[config.mk]
export PLATFORM = sky130hd
export DESIGN_NAME = branch_link_resolve
export DESIGN_NICKNAME = d
export VERILOG_FILES = /design/src/rtl/branch_link_resolve.sv
export SDC_FILE = /design/constraint.sdc
export NUM_CORES = 1
export LEC_CHECK = 0
export CELL_PAD_IN_SITES_DETAIL_PLACEMENT = 1
export CELL_PAD_IN_SITES_GLOBAL_PLACEMENT = 1
export CORE_AREA = 2 2 95 97
export DETAILED_ROUTE_END_ITERATION = 7
export DIE_AREA = 0 0 97 99
export PLACE_DENSITY_LB_ADDON = 0.1
export SYNTH_ARGS = -nofsm -noshare
export SYNTH_HDL_FRONTEND = slang
export SYNTH_SLANG_ARGS = --single-unit
[constraint.sdc]
create_clock -name vclk -period 4.6
set_clock_uncertainty 0.05 [all_clocks]
set_input_delay 0.92 -clock vclk [all_inputs]
set_output_delay 0.92 -clock vclk [all_outputs]
set_load 0.05 [all_outputs]
[src/rtl/branch_link_resolve.sv]
module branch_link_resolve #(
  parameter int XLEN   = 32,
  parameter int OP_JMP = 8,
  parameter int OP_JAL = 9
) (
  input  logic [31:0]     instr,
  input  logic [XLEN-1:0] tgt_val,
  input  logic [XLEN-1:0] test_val,
  input  logic [XLEN-1:0] pc_inc,
  output logic [4:0]      tgt_sel,
  output logic [4:0]      test_sel,
  output logic [4:0]      link_sel,
  output logic            link_we,
  output logic [XLEN-1:0] link_data,
  output logic            taken,
  output logic [XLEN-1:0] next_pc
);
  localparam int SIGN = XLEN - 1;

  logic [4:0] opcode;
  logic [2:0] cc;
  logic       is_jmp, is_jal, cond_ok;

  assign opcode   = instr[31:27];
  assign link_sel = instr[26:22];
  assign tgt_sel  = instr[21:17];
  assign test_sel = instr[16:12];
  assign cc       = instr[2:0];

  assign is_jmp = (opcode == 5'(OP_JMP));
  assign is_jal = (opcode == 5'(OP_JAL));

  always_comb begin
    unique case (cc)
      3'b001:  cond_ok = 1'b1;
      3'b010:  cond_ok = (test_val == '0);
      3'b011:  cond_ok = (test_val != '0);
      3'b100:  cond_ok = ~test_val[SIGN];
      3'b101:  cond_ok = test_val[SIGN];
      default: cond_ok = 1'b0;
    endcase
  end

  assign taken     = (is_jmp | is_jal) & cond_ok;
  assign next_pc   = taken ? tgt_val : pc_inc;
  assign link_we   = is_jal;
  assign link_data = pc_inc;

  always_comb begin
    p_target_r4: assert (!taken || next_pc == tgt_val);
    p_fallthru_r5: assert (taken || next_pc == pc_inc);
    p_link_value_r6: assert (!link_we || link_data == pc_inc);
    p_jmp_nolink_r8: assert (!(instr[31:27] == 5'(OP_JMP)) || !link_we);
    p_other_idle_r2: assert ((instr[31:27] == 5'(OP_JMP)) || (instr[31:27] == 5'(OP_JAL)) || (!taken && !link_we));
    p_never_r3: assert (!(instr[2:0] == 3'b000 || instr[2:1] == 2'b11) || !taken);
  end
endmodule

==> flow_metrics.env <==
export IMPL_wl_per_cell_microns=13.8
export IMPL_drive_gt1_frac=0.307
export IMPL_netlist_top_cells_count="buf_4 (47), mux2_4 (29), nor4_1 (8)"
export IMPL_multiInputGateArea_sq_um=622
export IMPL_setup_viol=0
export IMPL_min_path_type="input port to primary output"
export IMPL_post_cts_buffers=0
export IMPL_fmax_mhz=238
export IMPL_setup_slack_ns=0.403
export IMPL_dr_first_iter_drc_count=10
export IMPL_worst_setup_path_start_kind="input port"
export IMPL_worst_setup_path_type="input port to primary output"
export IMPL_syn_nets=231
export IMPL_yosys_warnings=0
export IMPL_path_max_fanout=24
export IMPL_setup_tns_ns=0
export IMPL_initial_utilization=0.118
export IMPL_synth_most_common_cell="buf_4"
export IMPL_yosys_area_top_type="mux2_4"
export IMPL_portBuffers=170
export IMPL_gr_total_overflow=0
export IMPL_powerDensity_nw_per_um2=124
export IMPL_drv_slew=0
export IMPL_core_area_sq_um=8550
export IMPL_rsz0062_at_grt="false"
export IMPL_netlist_area_leader_share=0.432
export IMPL_viasPerCell=3.64
export IMPL_syn_to_final_growth_pct=147
export IMPL_synthCells=103
export IMPL_min_period_ns=4.20
export IMPL_num_clock_buffers=0
export IMPL_grt_max_degree=25
export IMPL_use_met3=0.0213
export IMPL_use_met2=0.178
export IMPL_die_y_microns=99
export IMPL_fin_crit_sh=0.912
export IMPL_drv_cap=0
export IMPL_avgSynthCellArea_sq_um=9.79
export IMPL_ys_types=17
export IMPL_yosysSeqAreaShare=0
export IMPL_final_antenna_net_count=0
export IMPL_max_vdd_ir_drop_mv=0.0214
export IMPL_nFillCells=983
export IMPL_vias=1212
export IMPL_ios=209
export IMPL_status="completed"
export IMPL_fp_dieArea_sq_um=9600
export IMPL_die_x_microns=97
export IMPL_cp_data_required_time_ns=3.63
export IMPL_cp_arrival_ns=3.23
export IMPL_post_cts_resized=0
export IMPL_first_global_vias=1308
export IMPL_nets=355
export IMPL_slew_headroom=0.631
export IMPL_critPathCaptureType="primary output"
export IMPL_grt_pass1_wl_mm=6.80
export IMPL_worstMarginPinSlew_ns=0.551
export IMPL_p_leak_uw=0.000972
export IMPL_dp_hpwl_mm=4.22
export IMPL_ff_latch_area_sq_um=0
export IMPL_track_usage=0.0859
export IMPL_gp_congestion=0.671
export IMPL_synth_area_sq_um=1010
export IMPL_synthTopCellsByArea="mux2_4 (43%), buf_4 (35%), nor4_1 (5.0%), buf_6 (3.3%), mux2_2 (3.3%)"
export IMPL_dp_slack_ns=0.365
export IMPL_ctsHoldBuffers=0
export IMPL_finalHoldViolations=0
export IMPL_grt_util_met1=0.0884
export IMPL_n_antenna_cell=0
export IMPL_seq_cell_count=0
export IMPL_rows=34
export IMPL_wl_mm=4.58
export IMPL_grt_busiest_layer="met2"
export IMPL_antenna_found_initial=0
export IMPL_drtPass1Iterations=3
export IMPL_drcViolationCount=0
cell usage in the layout (no fill, tap or decap), types with 2 or more instances in the layout:
master and n:
buf_12 8, buf_4 27, clkdlybuf4s50_1 137, mux2_2 3, mux2_4 29, nand4_1 2, nor4_1 8
power by group:
group / internal (uW) / switching [uW] / leakage [uW]
clock: 0 / 0 / 0
sequential: 0 / 0 / 0
combinational: 155 / 155 / 0.000972
total: 155 / 155 / 0.000972
cell type report:
class / instances / share of cell area
multi-input cells: 53 / 0.250
well taps: 108 / 0.0542
repair buffers: 172 / 0.696
worst paths after layout:
check,start,cells past startpoint,endpoint
max,instr[0],8,next_pc[31]
min,instr[14],0,test_sel[2]
per-stage QoR:
step	std cells	hold WS [ns]	cell area (sq um)	power (uW)	utilization
2_1_floorplan	103	1.96	1010	208	-
3_3_place_gp	333	1.79	2490	312	0.291
3_5_place_dp	333	1.79	2490	313	0.291
4_1_cts	333	1.79	2490	313	0.291
5_1_grt	333	1.79	2490	322	0.291
6_report	333	1.79	2490	310	0.291
kinds of logic (layout without fill, tap and decap cells):
family                 count (synthesis)  count (layout)  synth area share
multiplexers                          32              32             0.465
buffers and inverters                 50             172             0.383
XOR/XNOR                               1               1           0.00869
AO/OA/AOI/OAI                          4               4            0.0434
AND/OR/NAND/NOR                       16              16            0.0993
critical path, stage by stage:
cell and delay, ns:
clkdlybuf4s50_1 0.46, or3b_1 0.41, a21oi_2 0.16, o21ai_1 0.12, o31ai_4 0.34, buf_12 0.26, mux2_2 0.36, buf_4 0.19
routing by layer:
metal	vias up	routed length (microns)	part of all wire
li1	572	-	-
met1	523	1500	0.33
met2	105	2530	0.55
met3	12	493	0.11
met4	0	59	0.013
met5	-	0	0
Power figures use the tool's default switching activity.
